===== config.mk =====
export PLATFORM = sky130hd
export DESIGN_NAME = tx_init_mac
export DESIGN_NICKNAME = d
export VERILOG_FILES = /design/src/rtl/mac_pkg.sv /design/src/rtl/mac_tick_timer.sv /design/src/rtl/mac_rts_counter.sv /design/src/rtl/mac_window_sel.sv /design/src/rtl/mac_fsm.sv /design/src/rtl/tx_init_mac.sv
export SDC_FILE = /design/constraint.sdc
export NUM_CORES = 1
export LEC_CHECK = 0
export BUFFER_PORTS_ARGS = -buffer_cell sky130_fd_sc_hd__buf_2
export CAP_MARGIN = 15
export CORE_MARGIN = 5
export CORE_UTILIZATION = 39
export DETAILED_ROUTE_END_ITERATION = 12
export PLACE_DENSITY = 0.68
export SLEW_MARGIN = 0
export SYNTH_ARGS = -nofsm -noshare
export SYNTH_HDL_FRONTEND = slang
export SYNTH_SLANG_ARGS = --single-unit

===== constraint.sdc =====
create_clock -name clk_i -period 8 [get_ports clk_i]
set_input_delay 1.6 -clock clk_i [delete_from_list [all_inputs] [get_ports clk_i]]
set_output_delay 1.6 -clock clk_i [all_outputs]
set_load 0.02 [all_outputs]

===== src/rtl/mac_pkg.sv =====
`timescale 1ns/1ps
package mac_pkg;
  typedef enum logic [3:0] {
    ST_SLEEP, ST_LISTEN, ST_SENSE, ST_DEFER,
    ST_TX_RTS, ST_RTS_WAIT, ST_RTS_GAP, ST_TX_DATA, ST_ACK_WAIT,
    ST_TX_CTS, ST_DATA_WAIT, ST_TX_ACK,
    ST_DONE, ST_FAIL
  } mac_state_e;

  typedef enum logic [1:0] {
    FR_RTS  = 2'd0,
    FR_CTS  = 2'd1,
    FR_DATA = 2'd2,
    FR_ACK  = 2'd3
  } frame_e;
endpackage


===== src/rtl/mac_tick_timer.sv =====
`timescale 1ns/1ps
module mac_tick_timer #(
  parameter int TW = 16
) (
  input  logic          clk_i,
  input  logic          rst_ni,
  input  logic          clr_i,
  input  logic          tick_i,
  input  logic [TW-1:0] limit_i,
  output logic          expire_o
);
  logic [TW-1:0] cnt_q;

  always_ff @(posedge clk_i or negedge rst_ni) begin
    if (!rst_ni)     cnt_q <= '0;
    else if (clr_i)  cnt_q <= '0;
    else if (tick_i) cnt_q <= cnt_q + TW'(1);
  end

  // fires on the limit-th tick since the phase began
  assign expire_o = tick_i && (cnt_q == limit_i - TW'(1));
endmodule


===== src/rtl/mac_rts_counter.sv =====
`timescale 1ns/1ps
module mac_rts_counter #(
  parameter int RW = 8
) (
  input  logic          clk_i,
  input  logic          rst_ni,
  input  logic          clr_i,
  input  logic          inc_i,
  input  logic [RW-1:0] max_i,
  output logic          reached_o
);
  localparam logic [RW-1:0] CNT_TOP = '1;
  logic [RW-1:0] cnt_q;

  always_ff @(posedge clk_i or negedge rst_ni) begin
    if (!rst_ni)                        cnt_q <= '0;
    else if (clr_i)                     cnt_q <= '0;
    else if (inc_i && cnt_q != CNT_TOP) cnt_q <= cnt_q + RW'(1);
  end

  assign reached_o = (cnt_q >= max_i);
endmodule


===== src/rtl/mac_window_sel.sv =====
`timescale 1ns/1ps
module mac_window_sel
  import mac_pkg::*;
#(
  parameter int TW = 16
) (
  input  mac_state_e    state_i,
  input  logic [TW-1:0] period_i,
  input  logic [TW-1:0] on_i,
  input  logic [TW-1:0] listen_i,
  input  logic [TW-1:0] gap_i,
  input  logic [TW-1:0] timeout_i,
  output logic [TW-1:0] limit_o
);
  always_comb begin
    unique case (state_i)
      ST_SLEEP, ST_DEFER:          limit_o = period_i - on_i;
      ST_LISTEN, ST_SENSE:         limit_o = on_i;
      ST_RTS_WAIT:                 limit_o = listen_i;
      ST_RTS_GAP:                  limit_o = gap_i;
      ST_ACK_WAIT, ST_DATA_WAIT:   limit_o = timeout_i;
      default:                     limit_o = TW'(1);
    endcase
  end
endmodule


===== src/rtl/mac_fsm.sv =====
`timescale 1ns/1ps
module mac_fsm
  import mac_pkg::*;
(
  input  logic       clk_i,
  input  logic       rst_ni,
  input  logic       expire_i,
  input  logic       tx_req_i,
  input  logic       busy_i,
  input  logic       rx_valid_i,
  input  logic [1:0] rx_type_i,
  input  logic       rts_reached_i,
  output mac_state_e state_o,
  output logic       timer_clr_o,
  output logic       rts_clr_o,
  output logic       rts_inc_o
);
  mac_state_e state_q, state_d;
  logic got_rts, got_cts, got_data, got_ack;

  assign got_rts  = rx_valid_i && (rx_type_i == FR_RTS);
  assign got_cts  = rx_valid_i && (rx_type_i == FR_CTS);
  assign got_data = rx_valid_i && (rx_type_i == FR_DATA);
  assign got_ack  = rx_valid_i && (rx_type_i == FR_ACK);

  always_comb begin
    state_d = state_q;
    unique case (state_q)
      ST_SLEEP:     if (tx_req_i) state_d = ST_SENSE;
                    else if (expire_i) state_d = ST_LISTEN;
      // receive role wins over a local request in the same window
      ST_LISTEN:    if (got_rts) state_d = ST_TX_CTS;
                    else if (tx_req_i) state_d = ST_SENSE;
                    else if (expire_i) state_d = ST_SLEEP;
      ST_SENSE:     if (busy_i) state_d = ST_DEFER;
                    else if (expire_i) state_d = ST_TX_RTS;
      ST_DEFER:     if (expire_i) state_d = tx_req_i ? ST_SENSE : ST_LISTEN;
      ST_TX_RTS:    state_d = ST_RTS_WAIT;
      ST_RTS_WAIT:  if (got_cts) state_d = ST_TX_DATA;
                    else if (expire_i) state_d = ST_RTS_GAP;
      ST_RTS_GAP:   if (expire_i) state_d = rts_reached_i ? ST_FAIL : ST_TX_RTS;
      ST_TX_DATA:   state_d = ST_ACK_WAIT;
      ST_ACK_WAIT:  if (got_ack) state_d = ST_DONE;
                    else if (expire_i) state_d = ST_FAIL;
      ST_TX_CTS:    state_d = ST_DATA_WAIT;
      ST_DATA_WAIT: if (got_data) state_d = ST_TX_ACK;
                    else if (expire_i) state_d = ST_SLEEP;
      ST_TX_ACK, ST_DONE, ST_FAIL: state_d = ST_SLEEP;
      default:      state_d = ST_SLEEP;
    endcase
  end

  always_ff @(posedge clk_i or negedge rst_ni) begin
    if (!rst_ni) state_q <= ST_SLEEP;
    else         state_q <= state_d;
  end

  assign state_o     = state_q;
  assign timer_clr_o = (state_d != state_q);
  assign rts_clr_o   = (state_q == ST_SENSE);
  assign rts_inc_o   = (state_q == ST_TX_RTS);
endmodule


===== src/rtl/tx_init_mac.sv =====
`timescale 1ns/1ps
module tx_init_mac
  import mac_pkg::*;
#(
  parameter int TW = 16,
  parameter int RW = 8
) (
  input  logic          clk_i,
  input  logic          rst_ni,
  input  logic          tick_i,
  input  logic          busy_i,
  input  logic          tx_req_i,
  input  logic          rx_valid_i,
  input  logic [1:0]    rx_type_i,
  input  logic [TW-1:0] cfg_period_i,
  input  logic [TW-1:0] cfg_on_i,
  input  logic [TW-1:0] cfg_listen_i,
  input  logic [TW-1:0] cfg_gap_i,
  input  logic [RW-1:0] cfg_max_rts_i,
  input  logic [TW-1:0] cfg_timeout_i,
  output logic          radio_en_o,
  output logic          send_valid_o,
  output logic [1:0]    send_type_o,
  output logic          done_o,
  output logic          fail_o
);
  mac_state_e    fsm_state;
  logic [TW-1:0] win_limit;
  logic          win_expire, win_clr;
  logic          rts_clr, rts_inc, rts_reached;

  mac_window_sel #(.TW(TW)) i_window_sel (
    .state_i  (fsm_state),
    .period_i (cfg_period_i),
    .on_i     (cfg_on_i),
    .listen_i (cfg_listen_i),
    .gap_i    (cfg_gap_i),
    .timeout_i(cfg_timeout_i),
    .limit_o  (win_limit)
  );

  mac_tick_timer #(.TW(TW)) i_tick_timer (
    .clk_i   (clk_i),
    .rst_ni  (rst_ni),
    .clr_i   (win_clr),
    .tick_i  (tick_i),
    .limit_i (win_limit),
    .expire_o(win_expire)
  );

  mac_rts_counter #(.RW(RW)) i_rts_counter (
    .clk_i    (clk_i),
    .rst_ni   (rst_ni),
    .clr_i    (rts_clr),
    .inc_i    (rts_inc),
    .max_i    (cfg_max_rts_i),
    .reached_o(rts_reached)
  );

  mac_fsm i_fsm (
    .clk_i        (clk_i),
    .rst_ni       (rst_ni),
    .expire_i     (win_expire),
    .tx_req_i     (tx_req_i),
    .busy_i       (busy_i),
    .rx_valid_i   (rx_valid_i),
    .rx_type_i    (rx_type_i),
    .rts_reached_i(rts_reached),
    .state_o      (fsm_state),
    .timer_clr_o  (win_clr),
    .rts_clr_o    (rts_clr),
    .rts_inc_o    (rts_inc)
  );

  always_comb begin
    unique case (fsm_state)
      ST_SLEEP, ST_DEFER, ST_RTS_GAP, ST_DONE, ST_FAIL: radio_en_o = 1'b0;
      default: radio_en_o = 1'b1;
    endcase
  end

  always_comb begin
    send_valid_o = 1'b1;
    unique case (fsm_state)
      ST_TX_RTS:  send_type_o = FR_RTS;
      ST_TX_CTS:  send_type_o = FR_CTS;
      ST_TX_DATA: send_type_o = FR_DATA;
      ST_TX_ACK:  send_type_o = FR_ACK;
      default: begin
        send_valid_o = 1'b0;
        send_type_o  = FR_RTS;
      end
    endcase
  end

  assign done_o = (fsm_state == ST_DONE);
  assign fail_o = (fsm_state == ST_FAIL);
endmodule


After elaboration in Yosys (flattened, before gate mapping):

Cells that the tools add are included.

* output and inout port bits: 6
* logic and storage cells: 67
* register bits: 28
* input port bits: 96

* mux-type cells: 25
* add/sub/neg operators: 4
* reduce and logical (&&, ||, !) cells: 15
* equality and inequality tests: 19
* order comparisons: 1

Operators by type and width (number)
* $pmux W16 S5: 1
* $mux W4: 15
* $pmux W4 S11: 1
* $mux W16: 2
* $eq A4 B4 Y1 const B: 6
* $add A16 B1 Y16 const B: 1
* $eq A16 B16 Y1: 1
* $eq A4 B3 Y1 const B: 4
* $mux W8: 2
* $sub A16 B1 Y16 const B: 1
* $sub A16 B16 Y16: 1
* $add A8 B1 Y8 const B: 1
* $eq A4 B2 Y1 const B: 2
* $ge A8 B8 Y1: 1
* $ne A8 B8 Y1 const B: 1
* $logic_and A1 B1 Y1: 6
* $pmux W2 S3: 1
* $reduce_or A2 Y1: 3
* $reduce_or A5 Y1: 1
* $eq A2 B2 Y1 const B: 2
* $eq A4 B1 Y1 const B: 1
* $logic_not A4 Y1: 1
* $ne A4 B4 Y1: 1
* $reduce_bool A2 Y1: 2
* 5 further kinds: 6

Logic depth before layout (Yosys ltp):

Gate-level depths: netlist of run 1.

* depth in word-level cells: 12
* mapped depth: 17
* gate-level depth less buffers: 16

Cells and area by module:

A second synthesis of run 1 with hierarchy kept.

* cell total of the unflattened synthesis: 524
* area total of the unflattened synthesis: 4013.8 sq um

Modules (own cells, without submodules)
* mac_tick_timer: times used 1, cells an instance 162, area an instance 1347.5 sq um
* mac_window_sel: times used 1, cells an instance 195, area an instance 1318.8 sq um
* mac_rts_counter: times used 1, cells an instance 70, area an instance 650.6 sq um
* mac_fsm: times used 1, cells an instance 80, area an instance 595.6 sq um
* tx_init_mac: times used 1, cells an instance 17, area an instance 101.3 sq um

Worst setup path before layout of run 1:

OpenSTA, ideal clock, no wires.

* path type: input port to flip-flop
* start point: input cfg_period_i[0]
* end point: register i_fsm.state_q[3] (netlist: i_fsm.state_o[3])
* path slack: 2.246 ns
* data arrival time: 5.631 ns
* cell stages on the path: 16
* data required time: 7.876 ns
* path through: inv_1 ha_1 fa_1 nand2b_1 a211o_1 a211oi_1 nor3_1 or3b_1 or3_1 clkbuf_1 nor4b_1 mux2_2 o32a_1 a2111o_1 a21o_1 a211o_1

* word-level cells in the longest chain between the ends: 9
* elaborated cells between the ends (all ways): 20
* those cells by class: add/sub (2); eq/ne (1); mux (16); reduce/logical (1)

RTL lines
* start: declaration: line tx_init_mac.sv:15 `input logic [TW-1:0] cfg_period_i,`
* $sub A16 B16 Y16 *: line mac_window_sel.sv:17 `ST_SLEEP, ST_DEFER: limit_o = period_i - on_i;`
* $pmux W16 S5 *: line mac_window_sel.sv:16 `unique case (state_i)`
* $sub A16 B1 Y16 *: line mac_tick_timer.sv:21 `assign expire_o = tick_i && (cnt_q == limit_i - TW'(1));`
* $eq A16 B16 Y1 *: line mac_tick_timer.sv:21
* $logic_and A1 B1 Y1 *: line mac_tick_timer.sv:21
* $mux W4: line mac_fsm.sv:34, mac_fsm.sv:47
* $mux W4: line mac_fsm.sv:33 `else if (tx_req_i) state_d = ST_SENSE;`
* $mux W4: line mac_fsm.sv:32 `ST_LISTEN: if (got_rts) state_d = ST_TX_CTS;`
* $pmux W4 S11 *: line mac_fsm.sv:28 `unique case (state_q)`
* named net i_fsm.state_d[3]: line mac_fsm.sv:18 `mac_state_e state_q, state_d;`
* end signal: assignment: line mac_fsm.sv:55 `else state_q <= state_d;`
* end: declaration: line mac_fsm.sv:18

Mark *: on every way through the listed nets, which the timed path passes. The rest lies on a longest branch.
A chain may end at the register's enable or synchronous reset.

Final worst setup path of run 1:

* start point: input cfg_period_i[0]
* end point: register i_tick_timer.cnt_q[5]

* word-level cells in the longest chain between the ends: 11
* elaborated cells between the ends (all ways): 23
* those cells by class: add/sub (2); eq/ne (2); mux (17); reduce/logical (2)

RTL lines
* $sub A16 B16 Y16 *: line mac_window_sel.sv:17
* $pmux W16 S5 *: line mac_window_sel.sv:16
* $sub A16 B1 Y16 *: line mac_tick_timer.sv:21
* $eq A16 B16 Y1 *: line mac_tick_timer.sv:21
* $logic_and A1 B1 Y1 *: line mac_tick_timer.sv:21
* $mux W4: line mac_fsm.sv:34, mac_fsm.sv:47
* $mux W4: line mac_fsm.sv:33
* $mux W4: line mac_fsm.sv:32
* $pmux W4 S11 *: line mac_fsm.sv:28
* $ne A4 B4 Y1 *: line mac_fsm.sv:59 `assign timer_clr_o = (state_d != state_q);`
* $mux W16 or $reduce_bool A2 Y1 (tied branches)
* end signal: assignment: line mac_tick_timer.sv:17 `else if (tick_i) cnt_q <= cnt_q + TW'(1);`
* end: declaration: line mac_tick_timer.sv:12 `logic [TW-1:0] cnt_q;`

Mark *: on every way between the ends. The rest lies on a longest branch, timed or not.

==> results of run 1 <==
[synthesized netlist by cell type (20+ instances only)]
master | count | area share [%]
a21oi_1 | 33 | 4.0
clkbuf_1 | 24 | 2.2
dfrtp_1 | 28 | 17
ha_1 | 26 | 7.9
inv_1 | 32 | 2.9
nand2_1 | 37 | 3.4
nand3_1 | 20 | 2.4
nor2_1 | 61 | 5.6
nor3_1 | 23 | 2.8
o21ai_0 | 31 | 3.8
xnor2_1 | 21 | 4.5
xor2_1 | 22 | 4.7
[power by group through the flow]
stage	Sequential [mW]	Clock [mW]	Combinational, mW
after floorplan	0.172	0	0.438
after global placement	0.177	0	0.566
after detailed placement	0.177	0	0.580
after CTS	0.175	0.112	0.582
after global routing	0.178	0.118	0.649
final	0.176	0.110	0.590
[placed cells by master (no fill, tap or decap), drive strengths merged, types with 22 or more instances in the layout]
cell type | Yosys | final
buf | 10 | 104
nor2 | 62 | 62
nand2 | 37 | 37
o21ai | 34 | 34
a21oi | 33 | 33
inv | 32 | 32
dfrtp | 28 | 28
ha | 26 | 26
nor3 | 24 | 24
xor2 | 23 | 23
xnor2 | 22 | 22
[registers in the layout, summed over array words and instances, names as in the netlist]
signal               flops
i_fsm.state_o            4
i_rts_counter.cnt_q      8
i_tick_timer.cnt_q      16
[worst min-delay path by stage]
| stage | endpoint | slack (ns) | start | cells after the start |
|---|---|---|---|---|
| floorplan | i_rts_counter.cnt_q[6] | 0.52 | i_rts_counter.cnt_q[6] | 2 |
| detailed placement | i_rts_counter.cnt_q[7] | 0.57 | i_rts_counter.cnt_q[7] | 2 |
| finish | i_rts_counter.cnt_q[7] | 0.59 | i_rts_counter.cnt_q[7] | 2 |
| global route | i_rts_counter.cnt_q[7] | 0.61 | i_rts_counter.cnt_q[7] | 2 |
| CTS | i_rts_counter.cnt_q[7] | 0.59 | i_rts_counter.cnt_q[7] | 2 |
| global placement | i_rts_counter.cnt_q[6] | 0.55 | i_rts_counter.cnt_q[6] | 2 |
[logic make-up after synthesis]
kind of cell	count (synthesis)
and+or+nand+nor	228
AOI/OAI and AO/OA	166
buffers and inverters	66
xor gates and xnor gates	45
DFF	28
adders and majority gates	27
muxes	5
[per-layer routing]
| metal | GRT usage, % | vias to the layer above | part of all wire (%) |
|---|---|---|---|
| met5 | 0 | - | 0 |
| met4 | 7.13 | 0 | 3.0 |
| met3 | 3.18 | 23 | 7.8 |
| met2 | 30.8 | 189 | 46 |
| met1 | 25.9 | 2086 | 43 |
| li1 | - | 2235 | - |
[layout make-up]
type / count / share of cell area [%]
inverter: 32 / 2.54
multi-input combinational: 471 / 66.4
clock buffer: 3 / 0.873
clock inverter: 1 / 0.635
tap: 136 / 3.60
sequential: 28 / 14.8
timing repair buffer: 104 / 11.2
[critical path, cell delays in order]
cell      delay (ns)
buf_2           0.08
inv_1           0.03
ha_1            0.21
fa_1            0.39
nand2b_1        0.20
a211o_1         0.32
a211oi_1        0.26
nor3_1          0.08
or3b_1          0.45
or3_1           0.48
nor4b_1         0.37
mux2_2          0.37
o32a_1          0.28
a2111o_1        0.42
nand2_1         0.46
nor2_1          0.12
==> results.toml, run 1 <==
[clock_tree]
clk_transition_reported_paths_ns = 0.10
insertion_delay_ns = 0.27
clock_sinks = 28
cts_buffers = 3
ctsResizeCount = 0
htree_levels = 1
cts_buffer_depth = 2
hold_buffers = 0
clock-root-buffer = "clkbuf_8"
cts_tree = "yes"
cts_setup_buffers = 0

[grt]
grt_pass1_wl_microns = 20500
grt_antenna_before_repair = 0
grt_max_degree = 40
grt_overflow_total = 0
track_usage_pct = 19.2
grt_pass1_vias = 4300

[floorplanning]
die_h_microns = 113
io_pins = 102
die-width_microns = 113
die_area_sq_um = 12700
start_util_pct = 39.9
coreArea_sq_um = 10300
fp-row-count = 37

[job]
maxCapViolCount = 0

[sta]
worst_slack_ns = 2.01
final.setup.tns_ns = 0
maxSlewViolCount = 0
tightest_slew_ns = 1.07
fmax_mhz = 167
hold_ws_ns = 0.588
skew_ns = 0.00650
finalSetupViolations = 0
period_needed_ns = 5.99
rsz0062_at_grt = "false"
slew-limit-headroom_pct = 28.2
fin_crit_sh_pct = 74.8
hold_viol_final = 0

[outcome]
status = "completed"

[synthesis]
synth_fa_ha_area_share_pct = 8.42
ys.flop_type = "dfrtp_1"
synth-edff-count = 0
synth_top_family_by_area = "simple AND/OR/NAND/NOR gates"
synth_cell_type_count = 74
ys_ff_latch = 28
ys_seq_area_share_pct = 17.1
synth_cells = 565
synthArstFlopShare_pct = 100
synthSimpleGateAreaFrac_pct = 28.7
syn_nets = 688
synth_warnings = 0
synth_mux_area_share_pct = 1.28
synth-xor-area-share_pct = 9.97
synth-compound-area-share_pct = 28.1
netlist_area_sq_um = 4100
avgSynthCellArea_sq_um = 7.26

[critical_path]
required_ns = 8.14
crit_arrival_ns = 6.12
cp_max_fo = 16
critPathCaptureType = "flop"
r2r_slack_ns = 2.79
setup.worst_path.end = "i_tick_timer.cnt_q[5]"
timing.rr.start = "i_fsm.state_o[3]"
reg2reg_depth = 13
worstSetupStartpointType = "primary input"
worstSetupPathType = "primary input to flop"
timing.rr.end = "i_tick_timer.cnt_q[5]"
critPathLaunch = "cfg_period_i[0]"

[power_and_ir_drop]
p_clk_share_pct = 12.6
p_leak_nw = 2.12
power.share.switching_pct = 48.5
seq_power_share_pct = 20.1
pwr-share-comb_pct = 67.3
cellPowerDensity_nw_per_um2 = 185
total_power_uw = 876
internal_power_uw = 451
net-switching-power_uw = 425
peakVddDrop_mv = 0.0953

[place]
port_buffers = 101
dpl_cell_area_sq_um = 4660
pre_cts_slack_ns = 1.77
dp.cells = 771
place_hpwl_microns = 10200
gp_congestion = 0.920

[detailed_routing]
vias = 4533
drt_iter0_markers = 412
wl_per_cell_microns = 16.6
drc = 0
drtAntennaViolNets = 0
vias_per_cell = 5.85
drt_pass1_iterations = 9
routed_wl_microns = 12900

[layout]
antennaDiodeCount = 0
fillers = 1068
multi_input_area_sq_um = 3140
drive_gt1_share_pct = 19.6
instances_no_fill = 775
area_growth_syn_to_layout_pct = 15.2
stdcell_area_sq_um = 4730
fin_nets = 763
seqCellArea_sq_um = 701
utilization_pct = 46.0

[hold_path]
worstHoldPathType = "flop to flop"
Note: power is estimated with default switching activity, not from simulation.
==> run 2, diff against run 1 <==
- clock period: 8 -> 5.78 ns (I/O delays scaled with it)
==> run 2 against run 1 <==
Net effect:
- setup slack worse by 1.5 ns
- core utilization grew 0.49 points
- sequential share of layout area fell by 0.16 points
- critical path depth unchanged
- power up 40%
- clock skew decreased by 0.0015 ns
- final cell count rose by 0.65%
- global-route usage is 0.058 points higher
- wire length is 0.74% higher
- sequential power is 38% higher
==> results.toml, run 2 (synthesized netlist as in run 1, its figures left out) <==
[outcome]
status = "completed"

[critical_path]
crit_top_cell = "a211o_1"
path_cells = "buf_2 -> inv_1 -> ha_1 -> fa_1 -> nand2b_1 -> a211o_1 -> and2_1 -> a221oi_1 -> o21ai_0 -> or3_1 -> nor4b_1 -> mux2_2 -> o32a_1 -> a2111o_1 -> a21o_1 -> a211o_1"
slowest_delay_ns = 0.52
cp_slowest_cell = "or3_1"
crit_arrival_ns = 5.44
critPathCaptureType = "flop"
worstSetupPathType = "primary input to flop"
required_ns = 5.94
cp_max_fo = 8
worstSetupStartpointType = "primary input"

[sta]
fmax_mhz = 190
final.setup.tns_ns = 0
maxSlewViolCount = 0
worst_slack_ns = 0.505
rsz0062_at_grt = "false"
finalSetupViolations = 0
period_needed_ns = 5.28
tightest_slew_ns = 1.07
hold_viol_final = 0
slew-limit-headroom_pct = 28.2
skew_ns = 0.00495
fin_crit_sh_pct = 91.3

[detailed_routing]
drt_pass1_iterations = 5
drc = 0
drtAntennaViolNets = 0
drt_iter0_markers = 378
routed_wl_microns = 13000
vias_per_cell = 5.90
wl_per_cell_microns = 16.6
vias = 4602

[hold_path]
worstHoldPathType = "flop to flop"

[place]
pre_cts_slack_ns = 0.264
place_hpwl_microns = 10200
gp_congestion = 0.940
port_buffers = 101

[floorplanning]
coreArea_sq_um = 10300
start_util_pct = 39.9
die_h_microns = 113
fp-row-count = 37
die_area_sq_um = 12700
die-width_microns = 113
io_pins = 102

[clock_tree]
clock-root-buffer = "clkbuf_8"
hold_buffers = 0
ctsResizeCount = 0
clock_sinks = 28
htree_levels = 1
cts_buffer_depth = 2
insertion_delay_ns = 0.27
clk_transition_reported_paths_ns = 0.10
cts_setup_buffers = 0
cts_tree = "yes"
cts_buffers = 3

[grt]
track_usage_pct = 19.3
grt_max_degree = 40
grt_overflow_total = 0
grt_pass1_vias = 4243
grt_pass1_wl_microns = 20500
grt_antenna_before_repair = 0

[layout]
largest_reg_flops = 16
area_growth_syn_to_layout_pct = 16.5
antennaDiodeCount = 0
drive_gt1_share_pct = 20.2
most-common-layout-cells = "101 x buf_2, 61 x nor2_1, 37 x nand2_1"
top_register = "i_tick_timer.cnt_q"
fin_nets = 768
final_common_cell = "buf_2"
fillers = 1047

[power_and_ir_drop]
cellPowerDensity_nw_per_um2 = 257
peakVddDrop_mv = 0.145
p_leak_nw = 2.15
total_power_mw = 1.23

[job]
maxCapViolCount = 0
## run 2: changes by cell type in the layout (fill, tap and decap cells not counted), sizes merged
cell / previous run / this run
buf: 104 / 109
## run 2: critical path: cells and delay by family
family          cells  cell delay (ns)
buf+inv             2             0.11
compound gates      7             2.00
mux                 1             0.37
fa+ha+maj           2             0.60
simple gates        4             1.20
## run 2: area by class of cell
type | count | area [sq um] | area share [%]
inverters | 32 | 120 | 2.51
well taps | 136 | 170 | 3.56
flip-flops and latches | 28 | 701 | 14.7
repair buffers | 109 | 578 | 12.1
clock buffers | 3 | 41.3 | 0.864
clock inverters | 1 | 30.0 | 0.628
multi-input cells | 471 | 3140 | 65.7
## run 2: metrics by stage
stage                     area [sq um]  hold slack [ns]  utilization, %  std cells
after floorplan                   4100            0.523               -        565
after global placement            4710            0.561            45.8        776
after detailed placement          4710            0.572            45.8        776
after CTS                         4780            0.596            46.5        780
after global routing              4780            0.618            46.5        780
final                             4780            0.593            46.5        780
## run 2: path summary, 6_finish.rpt
kind                                             start                endpoint  slack, ns  cells after the start
worst max-delay path                   cfg_period_i[0]        i_fsm.state_o[3]       0.50                     16
worst min-delay path            i_rts_counter.cnt_q[6]  i_rts_counter.cnt_q[6]       0.59                      2
worst max register to register        i_fsm.state_o[3]        i_fsm.state_o[3]       0.86                     13
worst min register to register  i_rts_counter.cnt_q[6]  i_rts_counter.cnt_q[6]       0.59                      2
max in group asynchronous                       rst_ni   i_tick_timer.cnt_q[2]       4.47                      1
min in group asynchronous                       rst_ni  i_tick_timer.cnt_q[14]       0.90                      1
## run 2: routing by layer
metal | GRT usage [%] | wire (microns)
met2 | 32.0 | 6040
met1 | 25.7 | 5640
met3 | 2.96 | 988
met5 | 0 | 0
met4 | 6.01 | 299
## run 2: report_power, final
group / total (mW) / internal [mW] / switching [mW]
Clock: 0.152 / 0.0926 / 0.0597
Combinational: 0.834 / 0.332 / 0.503
Sequential: 0.243 / 0.215 / 0.0280
==> run 3, diff against run 2 <==
- BUFFER_PORTS_ARGS: -buffer_cell sky130_fd_sc_hd__buf_2 -> -buffer_cell sky130_fd_sc_hd__clkbuf_2
- GPL_TIMING_DRIVEN: not set -> 1
- RECOVER_POWER: not set -> 50
==> run 3 against run 2 <==
Net effect:
- the flow now finishes with violations (max-capacitance violations, max-slew violations)
- clock power hardly changed
- combinational power is 1% lower
- critical path depth stayed put
- via count is 1.1% lower
==> results.toml, run 3 (synthesized netlist as in run 1, its figures left out) <==
[detailed_routing]
wl_met2_microns = 5920
met3WireLength_microns = 968
drt_pass1_iterations = 5
drc = 0
drt_iter0_markers = 327
wl_met1_microns = 5520
vias_per_cell = 5.84
vias = 4550
wl_per_cell_microns = 16.4
routed_wl_microns = 12800
drtAntennaViolNets = 0
top_layer = "met4"

[layout]
most-common-layout-cells = "100 x clkbuf_2, 61 x nor2_1, 37 x nand2_1"
drive_gt1_share_pct = 19.9
area_growth_syn_to_layout_pct = 16.3
utilization_pct = 46.4
largest_reg_flops = 16
fin_nets = 767
fillers = 1069
final_common_cell = "clkbuf_2"
instances_no_fill = 779
antennaDiodeCount = 0
top_register = "i_tick_timer.cnt_q"
stdcell_area_sq_um = 4770

[outcome]
violations = "max-capacitance violations, max-slew violations"
status = "finished with violations"

[clock_tree]
cts_buffers = 3
htree_levels = 1
clock-root-buffer = "clkbuf_8"
clk_transition_reported_paths_ns = 0.10
cts_setup_buffers = 0
clock_sinks = 28
ctsResizeCount = 0
cts_buffer_depth = 2
cts_tree = "yes"
insertion_delay_ns = 0.27
hold_buffers = 0

[grt]
grt_pass1_vias = 4297
track_usage_pct = 19.4
grt_antenna_before_repair = 0
grt_overflow_total = 0
grt_pass1_wl_microns = 20700
grt_max_degree = 40

[critical_path]
path_cells = "clkbuf_2 -> inv_1 -> ha_1 -> fa_1 -> nand2b_1 -> a211o_1 -> a211oi_1 -> nor3_1 -> or3b_1 -> or3_1 -> nor4b_1 -> mux2_2 -> o32a_1 -> a2111o_1 -> a21o_1 -> a211o_1"
timing.rr.start = "i_fsm.state_o[3]"
reg2reg_depth = 13
crit_arrival_ns = 5.54
critPathCaptureType = "flop"
crit_top_cell = "a211o_1"
required_ns = 5.95
cp_max_fo = 8
r2r_slack_ns = 1.02
cp_slowest_cell = "or3_1"
worstSetupPathType = "primary input to flop"
worstSetupStartpointType = "primary input"
slowest_delay_ns = 0.47
timing.rr.end = "i_fsm.state_o[3]"

[job]
maxCapViolCount = 1

[hold_path]
worstHoldPathType = "flop to flop"
hold_depth = 2
hold_start = "i_rts_counter.cnt_q[7]"
min_to = "i_rts_counter.cnt_q[7]"

[sta]
finalSetupViolations = 0
tightest_slew_ns = 1.55
period_needed_ns = 5.37
skew_ns = 0.00747
hold_viol_final = 0
worst_slack_ns = 0.406
rsz0062_at_grt = "false"
slew-limit-headroom_pct = -3.33
maxSlewViolCount = 29
fmax_mhz = 186
final.setup.tns_ns = 0
hold_ws_ns = 0.580
fin_crit_sh_pct = 93.0

[floorplanning]
fp-row-count = 37
io_pins = 102
die-width_microns = 113
die_area_sq_um = 12700
coreArea_sq_um = 10300
die_h_microns = 113
start_util_pct = 39.9

[place]
gp_congestion = 0.941
dpl_cell_area_sq_um = 4700
pre_cts_slack_ns = 0.133
port_buffers = 101
place_hpwl_microns = 10200
dp.cells = 775

[power_and_ir_drop]
peakVddDrop_mv = 0.138
total_power_mw = 1.22
p_leak_nw = 2.16
cellPowerDensity_nw_per_um2 = 256
run 3: cell types whose count changed in the layout (fill, tap and decap cells not counted):
cell / previous run / this run
clkbuf_1: 0 / 1
buf_4: 7 / 6
buf_2: 101 / 0
clkbuf_2: 0 / 100
run 3: routing by layer:
layer	global-route usage, %	up-vias
met5	0	-
met4	6.09	0
met3	2.75	18
met2	31.5	193
met1	26.7	2102
li1	-	2237
run 3: cell type report:
type                    count  area [sq um]  share of cell area (%)
well taps                 136           170                    3.57
clock buffers               3          41.3                   0.866
flip-flops and latches     28           701                    14.7
repair buffers            108           569                    11.9
multi-input cells         471          3140                    65.8
clock inverters             1          30.0                   0.630
inverters                  32           120                    2.52
run 3: critical path, delay by kind of cell:
kind                       cells  cell delay [ns]
adders and majority gates      2             0.59
muxes                          1             0.38
AOI/OAI and AO/OA              6             1.75
buffers and inverters          2             0.11
and+or+nand+nor                5             1.55
run 3: how the worst max path moves through the flow:
stage               startpoint          endpoint  slack (ns)
5_1_grt        cfg_period_i[0]  i_fsm.state_o[3]        0.09
3_3_place_gp   cfg_period_i[0]  i_fsm.state_o[3]        0.22
6_report       cfg_period_i[0]  i_fsm.state_o[3]        0.41
2_1_floorplan  cfg_period_i[0]  i_fsm.state_o[3]        0.47
3_5_place_dp   cfg_period_i[0]  i_fsm.state_o[3]        0.13
4_1_cts        cfg_period_i[0]  i_fsm.state_o[3]        0.43
run 3: power by group:
group          internal, mW  switching, mW
Clock                0.0926         0.0596
Sequential            0.215         0.0306
Combinational         0.327          0.495
Total                 0.635          0.586
